File: config.mk
export PLATFORM = sky130hd
export DESIGN_NAME = lf_timer_wdog
export DESIGN_NICKNAME = d
export VERILOG_FILES = /design/src/rtl/lftw_pkg.sv /design/src/rtl/lftw_regs.sv /design/src/rtl/lftw_prescaler.sv /design/src/rtl/lftw_core.sv /design/src/rtl/lf_timer_wdog.sv
export SDC_FILE = /design/constraint.sdc
export NUM_CORES = 1
export LEC_CHECK = 0
export ABC_AREA = 1
export BUFFER_PORTS_ARGS = -buffer_cell sky130_fd_sc_hd__buf_2
export CELL_PAD_IN_SITES_DETAIL_PLACEMENT = 1
export CELL_PAD_IN_SITES_GLOBAL_PLACEMENT = 1
export CORE_MARGIN = 2
export CORE_UTILIZATION = 41
export DETAILED_ROUTE_END_ITERATION = 7
export GPL_TIMING_DRIVEN = 0
export PLACE_DENSITY = 0.88
export SYNTH_ARGS = -nofsm -noshare
export SYNTH_HDL_FRONTEND = slang
export SYNTH_SLANG_ARGS = --single-unit
File: constraint.sdc
create_clock -name clk -period 2.5 [get_ports clk]
set_input_delay 0.625 -clock clk [delete_from_list [all_inputs] [get_ports clk]]
set_output_delay 0.625 -clock clk [all_outputs]
set_load 0.1 [all_outputs]
File: src/rtl/lftw_pkg.sv
package lftw_pkg;

    localparam int CNT_W  = 16;
    localparam int ADDR_W = 2;

    typedef enum logic [ADDR_W-1:0] {
        A_LOAD  = 2'd0,
        A_VALUE = 2'd1,
        A_CTRL  = 2'd2,
        A_CLEAR = 2'd3
    } reg_addr_e;

    typedef enum logic [1:0] {
        PS_1   = 2'b00,
        PS_16  = 2'b01,
        PS_256 = 2'b10,
        PS_RSV = 2'b11
    } psel_e;

    typedef struct packed {
        logic [6:0] rsv_hi;
        logic       up;
        logic       en;
        logic       periodic;
        logic       wd;
        logic       rsv4;
        psel_e      psel;
        logic       irq_sel;
        logic       freeze;
    } ctrl_t;

    localparam logic [15:0] CTRL_WMASK = 16'h01EF;

    function automatic ctrl_t ctrl_filter(input logic [15:0] w);
        return ctrl_t'(w & CTRL_WMASK);
    endfunction

    function automatic logic counts_down(input logic wd, input logic up);
        return wd || !up;
    endfunction

endpackage

File: src/rtl/lftw_regs.sv
module lftw_regs
    import lftw_pkg::*;
#(
    parameter int DW = CNT_W
) (
    input  logic              clk,
    input  logic              rst,
    input  logic              wr,
    input  logic [ADDR_W-1:0] addr,
    input  logic [15:0]       wdata,
    output ctrl_t             ctrl_q,
    output logic [DW-1:0]     load_q,
    output logic              ld_wr,
    output logic              clr_wr
);

    logic ctrl_wr;

    always_comb begin
        ld_wr   = wr && (reg_addr_e'(addr) == A_LOAD);
        clr_wr  = wr && (reg_addr_e'(addr) == A_CLEAR);
        ctrl_wr = wr && (reg_addr_e'(addr) == A_CTRL) && !ctrl_q.wd;
    end

    always_ff @(posedge clk) begin
        if (rst) begin
            ctrl_q <= ctrl_t'('0);
            load_q <= '0;
        end else begin
            if (ctrl_wr) ctrl_q <= ctrl_filter(wdata);
            if (ld_wr)   load_q <= wdata[DW-1:0];
        end
    end

endmodule

File: src/rtl/lftw_prescaler.sv
module lftw_prescaler
    import lftw_pkg::*;
#(
    parameter int DIV_A_LOG = 4,
    parameter int DIV_B_LOG = 8
) (
    input  logic  clk,
    input  logic  rst,
    input  logic  run,
    input  logic  restart,
    input  logic  tick,
    input  psel_e psel,
    output logic  step
);

    localparam int PW = (DIV_B_LOG > DIV_A_LOG) ? DIV_B_LOG : DIV_A_LOG;

    logic [PW-1:0] pcnt_q;
    logic          live;
    logic          wrap_a;
    logic          wrap_b;

    always_comb begin
        live   = run && tick;
        wrap_a = &pcnt_q[DIV_A_LOG-1:0];
        wrap_b = &pcnt_q[DIV_B_LOG-1:0];
        unique case (psel)
            PS_16:   step = live && wrap_a;
            PS_256:  step = live && wrap_b;
            default: step = live;
        endcase
    end

    always_ff @(posedge clk) begin
        if (rst || restart) pcnt_q <= '0;
        else if (live)      pcnt_q <= pcnt_q + 1'b1;
    end

endmodule

File: src/rtl/lftw_core.sv
module lftw_core
    import lftw_pkg::*;
#(
    parameter int DW = CNT_W
) (
    input  logic          clk,
    input  logic          rst,
    input  logic          step,
    input  logic          down,
    input  logic          reload_at_end,
    input  logic          rst_mode,
    input  logic          ld_wr,
    input  logic [DW-1:0] ld_data,
    input  logic          clr_wr,
    input  logic [DW-1:0] load_q,
    output logic [DW-1:0] count_q,
    output logic          irq,
    output logic          wdog_rst
);

    logic          at_end;
    logic          end_evt;
    logic [DW-1:0] count_d;

    always_comb begin
        at_end  = down ? (count_q == '0) : (count_q == '1);
        end_evt = step && at_end && !clr_wr;
        count_d = count_q;
        if (ld_wr)                         count_d = ld_data;
        else if (clr_wr)                   count_d = load_q;
        else if (step && at_end && reload_at_end) count_d = load_q;
        else if (step)                     count_d = down ? count_q - 1'b1 : count_q + 1'b1;
    end

    always_ff @(posedge clk) begin
        if (rst) begin
            count_q  <= '0;
            irq      <= 1'b0;
            wdog_rst <= 1'b0;
        end else begin
            count_q  <= count_d;
            wdog_rst <= end_evt && rst_mode;
            if (clr_wr)                    irq <= 1'b0;
            else if (end_evt && !rst_mode) irq <= 1'b1;
        end
    end

endmodule

File: src/rtl/lf_timer_wdog.sv
module lf_timer_wdog
    import lftw_pkg::*;
#(
    parameter int DIV_A_LOG = 4,
    parameter int DIV_B_LOG = 8
) (
    input  logic              clk,
    input  logic              rst,
    input  logic              lf_tick,
    input  logic              pdown,
    input  logic              bus_wr,
    input  logic [ADDR_W-1:0] bus_addr,
    input  logic [15:0]       bus_wdata,
    output logic [15:0]       bus_rdata,
    output logic              irq,
    output logic              wdog_rst
);

    ctrl_t            ctrl_q;
    logic [CNT_W-1:0] load_q;
    logic [CNT_W-1:0] count_q;
    logic             ld_wr;
    logic             clr_wr;
    logic             run;
    logic             step;

    lftw_regs #(.DW(CNT_W)) u_regs (
        .clk    (clk),
        .rst    (rst),
        .wr     (bus_wr),
        .addr   (bus_addr),
        .wdata  (bus_wdata),
        .ctrl_q (ctrl_q),
        .load_q (load_q),
        .ld_wr  (ld_wr),
        .clr_wr (clr_wr)
    );

    assign run = ctrl_q.en && !(ctrl_q.freeze && pdown);

    lftw_prescaler #(.DIV_A_LOG(DIV_A_LOG), .DIV_B_LOG(DIV_B_LOG)) u_presc (
        .clk     (clk),
        .rst     (rst),
        .run     (run),
        .restart (!ctrl_q.en),
        .tick    (lf_tick),
        .psel    (ctrl_q.psel),
        .step    (step)
    );

    lftw_core #(.DW(CNT_W)) u_core (
        .clk           (clk),
        .rst           (rst),
        .step          (step),
        .down          (counts_down(ctrl_q.wd, ctrl_q.up)),
        .reload_at_end (ctrl_q.periodic || ctrl_q.wd),
        .rst_mode      (ctrl_q.wd && !ctrl_q.irq_sel),
        .ld_wr         (ld_wr),
        .ld_data       (bus_wdata[CNT_W-1:0]),
        .clr_wr        (clr_wr),
        .load_q        (load_q),
        .count_q       (count_q),
        .irq           (irq),
        .wdog_rst      (wdog_rst)
    );

    always_comb begin
        unique case (reg_addr_e'(bus_addr))
            A_LOAD:  bus_rdata = load_q;
            A_VALUE: bus_rdata = count_q;
            A_CTRL:  bus_rdata = ctrl_q;
            default: bus_rdata = '0;
        endcase
    end

endmodule

Word level (Yosys, flattened, before mapping)

Index checks and enable logic that the tools add are counted.

Memories: 0
Bits in writable memories: 0
Register bits: 50
Latch bits: 0
Bits in read-only memories: 0

Equal/unequal tests: 6
Mux-type cells: 8
$mul: 0
$lt $le $gt $ge: 0
Div/mod/pow operators: 0
Reduce and logical (&&, ||, !) cells: 31
Shifts and indexed selects: 0
$add $sub $neg: 3
Bitwise logic cells: 0

Operators by type and width:

| cell                  | number |
|---|---|
| $mux 16               | 5 |
| $pmux 16 s3           | 1 |
| $add 16x1->16 const B | 1 |
| $eq 16x16->1 const B  | 1 |
| $logic_not 16->1      | 1 |
| $sub 16x1->16 const B | 1 |
| $logic_and 1x1->1     | 15 |
| $add 8x1->8 const B   | 1 |
| $reduce_and 8->1      | 1 |
| $logic_not 1->1       | 7 |
| $eq 2x2->1 const B    | 3 |
| $eq 2x1->1 const B    | 2 |
| $reduce_and 4->1      | 1 |
| $reduce_bool 4->1     | 1 |
| $logic_or 1x1->1      | 3 |
| $logic_not 2->1       | 1 |
| $pmux 1 s2            | 1 |
| $reduce_or 2->1       | 1 |
| $mux 1                | 1 |

Depth between registers and ports, before layout

Gate-level depths: netlist of run 1.

Depth after elaboration: 11
Mapped depth: 18

Cells and area by module

A second synthesis of run 1 with hierarchy kept.

Cell total of the unflattened synthesis: 695
Area, all modules: 4,199.0 um^2

By module, submodules not included:

| module         | cells an instance | times used | area an instance (um^2) |
|---|---|---|---|
| lftw_core      | 391               | 1          | 2,172.1 |
| lftw_regs      | 154               | 1          | 1,159.9 |
| lftw_prescaler | 70                | 1          | 441.7 |
| lf_timer_wdog  | 80                | 1          | 425.4 |

Worst setup path before layout of run 1

OpenSTA, ideal clock, no wires.

Kind: in2out
From: input port bus_addr[1]
To: output port bus_rdata[13]
Arrival: 3.193 ns
Stages: 4
Path slack: -1.318 ns
Cell sequence: nor2_2 -> inv_1 -> clkbuf_1 -> o21ai_0

Longest elaborated chain between the ends: 2
Elaborated cells between the ends (all ways): 4
Those cells by class: 2 x eq/ne; 1 x mux; 1 x reduce/logical

Ends and longest elaborated chain:

| what                                     | RTL line            | source |
|---|---|---|
| start, declared                          | lf_timer_wdog.sv:12 | `input logic [ADDR_W-1:0] bus_addr,` |
| $eq 2x2->1, or another cell as far along | lf_timer_wdog.sv:68 | `unique case (reg_addr_e'(bus_addr))` |
| $pmux 16 s3 *                            | lf_timer_wdog.sv:68 |  |
| end, declared                            | lf_timer_wdog.sv:14 | `output logic [15:0] bus_rdata,` |

Mark *: on every way between the ends. The rest lies on a longest branch, timed or not.

Worst setup path after layout of run 1

From: input port bus_addr[0]
To: output port bus_rdata[7]

Same word-level chain as after synthesis.

==> results of run 1 <==
==> flip-flops by register name, summed over array words and instances, names as in the netlist <==
name             flops
u_core.count_q      16
u_core.irq           1
u_core.wdog_rst      1
u_presc.pcnt_q       8
u_regs.ctrl_q        8
u_regs.load_q       16
==> worst paths after layout <==
check                                              startpoint                               to  slack [ns]
worst min-delay path                  u_core.irq$_SDFFE_PP0P_          u_core.irq$_SDFFE_PP0P_        0.49
worst max-delay path                              bus_addr[0]                     bus_rdata[7]        0.02
worst max register to register  u_regs.ctrl_q[8]$_SDFFE_PP0P_  u_core.count_q[15]$_SDFFE_PP0P_        0.13
worst min register to register        u_core.irq$_SDFFE_PP0P_          u_core.irq$_SDFFE_PP0P_        0.49
==> kinds of logic (layout without fill, tap and decap cells) <==
logic type                 after synthesis  count (layout)  synth area share
and+or+nand+nor                        298             298             0.361
DFF                                     50              50             0.280
adders and majority gates               19              19            0.0685
buffers and inverters                  114             164             0.127
AOI/OAI and AO/OA                       98              98             0.152
xor gates and xnor gates                 5               5            0.0122
==> cell type report <==
cell class / instances / area, sq um / area share
clock buffers: 6 / 82.6 / 0.0197
flip-flops and latches: 50 / 1000 / 0.238
clock inverters: 2 / 38.8 / 0.00924
multi-input cells: 420 / 2220 / 0.528
repair buffers: 43 / 246 / 0.0587
plain buffers: 12 / 83.8 / 0.0200
well taps: 108 / 135 / 0.0322
inverters: 101 / 394 / 0.0939
==> critical path: cells and delay by family <==
kind	cells	cell delay (ns)
AOI/OAI and AO/OA	1	0.10
and+or+nand+nor	1	0.12
buffers and inverters	3	1.00
==> layer usage <==
layer	vias up	GRT usage	wire (microns)
li1	1964	-	-
met1	1899	0.329	5550
met2	103	0.464	6200
met3	26	0.0288	423
met4	0	0.0769	314
met5	-	0	0
==> power by group through the flow <==
stage / sequential, W / clock, W / combinational [W]
2_1_floorplan: 0.000886 / 0 / 0.000694
3_5_place_dp: 0.000906 / 0 / 0.000920
6_report: 0.000893 / 0.000636 / 0.000974
3_3_place_gp: 0.000903 / 0 / 0.000879
4_1_cts: 0.000889 / 0.000635 / 0.000935
5_1_grt: 0.000896 / 0.000674 / 0.00109
==> per-stage QoR <==
step / util / setup slack (ns) / total power, W / area, sq um
global placement: 0.467 / -0.145 / 0.00178 / 4010
detailed placement: 0.467 / -0.160 / 0.00183 / 4010
global route: 0.489 / -0.0647 / 0.00266 / 4200
floorplan: - / -0.592 / 0.00158 / 3680
CTS: 0.483 / 0.00203 / 0.00246 / 4150
finish: 0.489 / 0.0223 / 0.00250 / 4200
==> layout by cell type (no fill, tap or decap), types with 3 or more instances in the layout <==
master / instances
o21a_1: 5
nand2_1: 150
o211ai_1: 3
clkbuf_8: 7
o22ai_2: 4
buf_6: 4
o21ai_0: 27
a21oi_1: 41
buf_2: 33
o221ai_1: 3
a21oi_2: 3
nand2_2: 4
xor2_1: 4
nor2_4: 4
dfxtp_1: 50
inv_2: 4
nor3_1: 4
clkbuf_1: 5
ha_1: 16
inv_1: 94
nor2_1: 74
nand4_1: 8
buf_4: 9
nand3_2: 3
o21ai_1: 4
nand3_1: 42
==> timing repair <==
| action | CTS | global route |
|---|---|---|
| hold buffers | 0 | 0 |
| hold endpoints to repair | 0 | 0 |
| buffers inserted | 0 | 3 |
| pin swaps | 0 | 2 |
| gates resized for setup | 7 | 12 |
| endpoints found under the setup margin | 10 | 11 |
==> metrics.md, run 1 <==
| Metric | Value |
|---|---|
| Syn. warnings | `0` |
| Wire per inst | `16.8 microns` |
| Max-slew violations | `0` |
| Initial Util | `0.417` |
| Ant diodes | `0` |
| Layout Cells excl Fill | `742` |
| Sw frac | `0.411` |
| Max-cap viol count | `0` |
| VDD IR-drop max | `0.241 mV` |
| Clk Latency, worst-skew pair | `0.32 ns` |
| Synth top cells by count | `152 x nand2_1, 98 x inv_1, 75 x nor2_1` |
| Yosys top cell by area | `dfxtp_1` |
| Root buf cell | `clkbuf_8` |
| WP data arrival | `1.85 ns` |
| Synth Flop Type | `dfxtp_1` |
| Min cycle time layout | `2.48 ns` |
| Max transition margin | `0.606` |
| Cell Chain, Critical Path | `buf_2 -> clkbuf_2 -> nand3_1 -> o221ai_1 -> buf_2` |
| Worst hold slack | `0.488 ns` |
| Flop pwr share | `0.357` |
| I/O pins | `41` |
| Power per cell area | `596 mW/mm^2` |
| Req. time, crit path | `1.88 ns` |
| Post-synth top area share | `0.280` |
| Gpl congestion | `0.901` |
| DIE AREA | `0.00950 sq mm` |
| Final hold violation count | `0` |
| Remaining antenna violation count | `0` |
| Crit. End Element | `output port` |
| FF+latch count, synth | `50` |
| Drt initial violations | `255` |
| CP max stage delay | `0.46 ns` |
| Ys async rst share | `0` |
| Final Skew | `0.0200 ns` |
| GR Overflow Total | `0` |
| CTS tree | `built` |
| Total core area | `0.00859 sq mm` |
| Mapped Cells | `584` |
| Register area share after synthesis | `0.280` |
| Count leader, synth | `nand2_1` |
| Clock power frac | `0.254` |
| Switch Pwr | `0.00103 W` |
| Crit start category | `primary input` |
| Yosys cell types | `37` |
| Leakage | `2.03 nW` |
| Status | `finished clean` |
| Via count | `3,992` |
| Layout cells sized above 1 | `0.151` |
| Max FO, Critical Path | `10` |
| Fin Setup TNS | `0 ns` |
| DR pass1 iterations | `4` |
| Die W | `97.5 microns` |
| CTS H-Tree Depth | `2` |
| Main area contributors after synthesis | `dfxtp_1 28%, nand2_1 16%, inv_1 10%` |
| Number of synthesized flops with an enable pin | `0` |
| Final setup violating endpoints | `0` |
| Pin count of the biggest net entering global routing | `18` |
| Net Count, Synth | `626` |
| Placed instance count | `732` |
| Routed Wire Length | `12,500 microns` |
| Internal | `0.00147 W` |
| Drc violations | `0` |
| Reg2reg path depth | `15` |
| DIE HEIGHT | `97.5 microns` |
| Worst Hold Depth | `2` |
| Number of global-route vias before repair | `4,066` |
| Buffers on Ports | `40` |
| Reg clk slew, reported paths | `0.11 ns` |
| Initial antenna violation count | `0` |
| Num Clock Sinks | `50` |
| CP Class | `primary input to output port` |
| Filler cells | `1,193` |
| Core Rows | `34` |
| Most frequent CP cell | `buf_2` |
| Critical-path top delay cell | `buf_2` |
| Syn Std Cell Area | `0.00358 sq mm` |
| Clk buf depth | `2` |
| Nets | `675` |
| Post-DP HPWL | `9680 microns` |
| First-pass GRT wire length | `20,100 microns` |
| Avg Synthesized Cell Area | `6.13 sq um` |
| Final period utilization | `0.991` |
| Min-Delay Path Class | `register to register` |
| Total CTS buffers | `5` |
| Comb pwr share | `0.389` |
| GRT Util Overall | `0.260` |
| Area delta synth->final | `17.3%` |
| Vias per inst | `5.38` |
| Max Fclk | `404 MHz` |
| Slew @ Worst Pin | `0.592 ns` |
Power figures use the tool's default switching activity.
==> inputs of run 2 (changes only) <==
--- a/config.mk
+++ b/config.mk
@@ -13,7 +13,7 @@
 export CORE_UTILIZATION = 41
 export DETAILED_ROUTE_END_ITERATION = 7
 export GPL_TIMING_DRIVEN = 0
-export PLACE_DENSITY = 0.88
+export PLACE_DENSITY_LB_ADDON = 0.12
 export SYNTH_ARGS = -nofsm -noshare
 export SYNTH_HDL_FRONTEND = slang
 export SYNTH_SLANG_ARGS = --single-unit
==> metrics.md, run 2 (synthesis results as in run 1) <==
| Metric | Value |
|---|---|
| Leakage | `2.03 nW (about the same)` |
| Root buf cell | `clkbuf_8` |
| Number of global-route vias before repair | `3,995 (-1.7%)` |
| Placed cell area | `0.00401 sq mm (unchanged)` |
| Worst Hold Launch | `u_core.irq$_SDFFE_PP0P_` |
| Via count | `3,963 (-0.73%)` |
| I/O pins | `41 (unchanged)` |
| Pin count of the biggest net entering global routing | `18 (unchanged)` |
| First-pass GRT wire length | `20,000 microns (-0.45%)` |
| Vias per inst | `5.35 (-0.59%)` |
| Req. time, crit path | `1.88 ns (about the same)` |
| Max FO, Critical Path | `10 (unchanged)` |
| CTS tree | `built` |
| Gpl congestion | `0.855 (-5.1%)` |
| Layout cells sized above 1 | `0.150 (-0.00134)` |
| Reg clk slew, reported paths | `0.10 ns (about the same)` |
| Min-Delay Path Class | `register to register` |
| Remaining antenna violation count | `0 (unchanged)` |
| Max-cap viol count | `0 (unchanged)` |
| Power per cell area | `607 mW/mm^2 (+1.8%)` |
| Crit start category | `primary input` |
| Clk Latency, worst-skew pair | `0.32 ns (about the same)` |
| DIE HEIGHT | `97.5 microns (unchanged)` |
| Slew @ Worst Pin | `0.612 ns (+0.0207 ns)` |
| Drt initial violations | `133 (-48%)` |
| GR Overflow Total | `0 (unchanged)` |
| Max transition margin | `0.592 (-0.0138)` |
| Final hold violation count | `0 (unchanged)` |
| Max Fclk | `400 MHz (-0.87%)` |
| Final Skew | `0.0150 ns (-0.00501 ns)` |
| VDD IR-drop max | `0.281 mV (+17%)` |
| Drc violations | `0 (unchanged)` |
| Fin worst setup slack | `0.000547 ns (-0.0217 ns)` |
| Wire per inst | `16.6 microns (-1.1%)` |
| CP Class | `primary input to output port` |
| Core Rows | `34 (unchanged)` |
| Most common cell after layout, fill and taps aside | `nand2_1` |
| Clk buf depth | `2 (unchanged)` |
| Setup WS pre-CTS | `-0.241 ns (-0.0809 ns)` |
| Worst Setup SP | `bus_addr[1]` |
| Fin area | `0.00424 sq mm (+1.0%)` |
| Status | `finished clean` |
| Die W | `97.5 microns (unchanged)` |
| Final setup violating endpoints | `0 (unchanged)` |
| Routed Wire Length | `12,300 microns (-1.2%)` |
| WP data arrival | `1.87 ns (+0.02 ns)` |
| GRT Util Overall | `0.261 (+0.00139)` |
| Nets | `674 (-0.15%)` |
| Area delta synth->final | `18.4%` |
| DIE AREA | `0.00950 sq mm (unchanged)` |
| Total core area | `0.00859 sq mm (unchanged)` |
| DR pass1 iterations | `4 (unchanged)` |
| RR Startpoint | `u_regs.ctrl_q[8]$_SDFFE_PP0P_` |
| Power, Total | `0.00257 W (+2.8%)` |
| Num Clock Sinks | `50 (unchanged)` |
| Initial Util | `0.417 (unchanged)` |
| Initial antenna violation count | `0 (unchanged)` |
| Total CTS buffers | `5 (unchanged)` |
| Ant diodes | `0 (unchanged)` |
| Crit. End Element | `output port` |
| Most frequent cells in the layout | `151 x nand2_1, 95 x inv_1, 73 x nor2_1, 50 x dfxtp_1` |
| Buffers on Ports | `40 (unchanged)` |
| Largest regs | `u_core.count_q (16), u_regs.load_q (16)` |
| CTS H-Tree Depth | `2 (unchanged)` |
| Min cycle time layout | `2.50 ns (+0.0217 ns)` |
| Post-DP HPWL | `9770 microns (+0.92%)` |
| Final period utilization | `1.00 (+0.00868)` |
| Max-slew violations | `0 (unchanged)` |
run 2: per-layer routing:
layer / track usage / wire length [microns] / part of all wire / vias to the layer above
li1: - / - / - / 1953
met5: 0 / 0 / 0 / -
met4: 0.0598 / 213 / 0.017 / 0
met3: 0.0338 / 740 / 0.060 / 16
met1: 0.351 / 5510 / 0.45 / 1903
met2: 0.446 / 5870 / 0.48 / 91
run 2: critical path, cell delays in order:
cell and delay, ns:
buf_2 0.18, nor2_4 0.22, inv_2 0.11, clkbuf_8 0.19, o211ai_1 0.27, buf_6 0.27
run 2: worst paths after layout:
path / to / slack (ns) / cells past startpoint
max: bus_rdata[3] / 0.0005 / 6
max reg2reg: u_core.count_q[10]$_SDFFE_PP0P_ / 0.13 / 14
min reg2reg: u_core.irq$_SDFFE_PP0P_ / 0.46 / 2
min: u_core.irq$_SDFFE_PP0P_ / 0.46 / 2
run 2: area by class of cell:
type | count | area, sq um
plain buffers | 12 | 83.8
clock buffers | 6 | 82.6
clock inverters | 2 | 60.1
fillers | 1222 | 4350
inverters | 101 | 394
multi-input cells | 420 | 2230
flip-flops and latches | 50 | 1000
well taps | 108 | 135
repair buffers | 42 | 256
run 2: repair_timing:
item / 4_1_cts / 5_1_grt
resized for setup: 9 / 17
setup buffers: 0 / 2
hold buffers: 0 / 0
endpoints found under the setup margin: 11 / 16
pin swaps: 0 / 2
run 2: stage by stage:
stage               cells  hold WS, ns  utilization  setup TNS [ns]
finish                741        0.457        0.494               0
floorplan             584        0.437            -           -3.37
global placement      732        0.447        0.467           -1.76
global route          741        0.496        0.494         -0.0711
detailed placement    732        0.448        0.467           -2.05
CTS                   739        0.463        0.486               0
run 2: power by group:
| group | internal (W) | leakage, nW | switching, W |
|---|---|---|---|
| Combinational | 0.000306 | 1.55 | 0.000649 |
| Clock | 0.000427 | 0.0714 | 0.000301 |
| Sequential | 0.000838 | 0.408 | 0.0000513 |
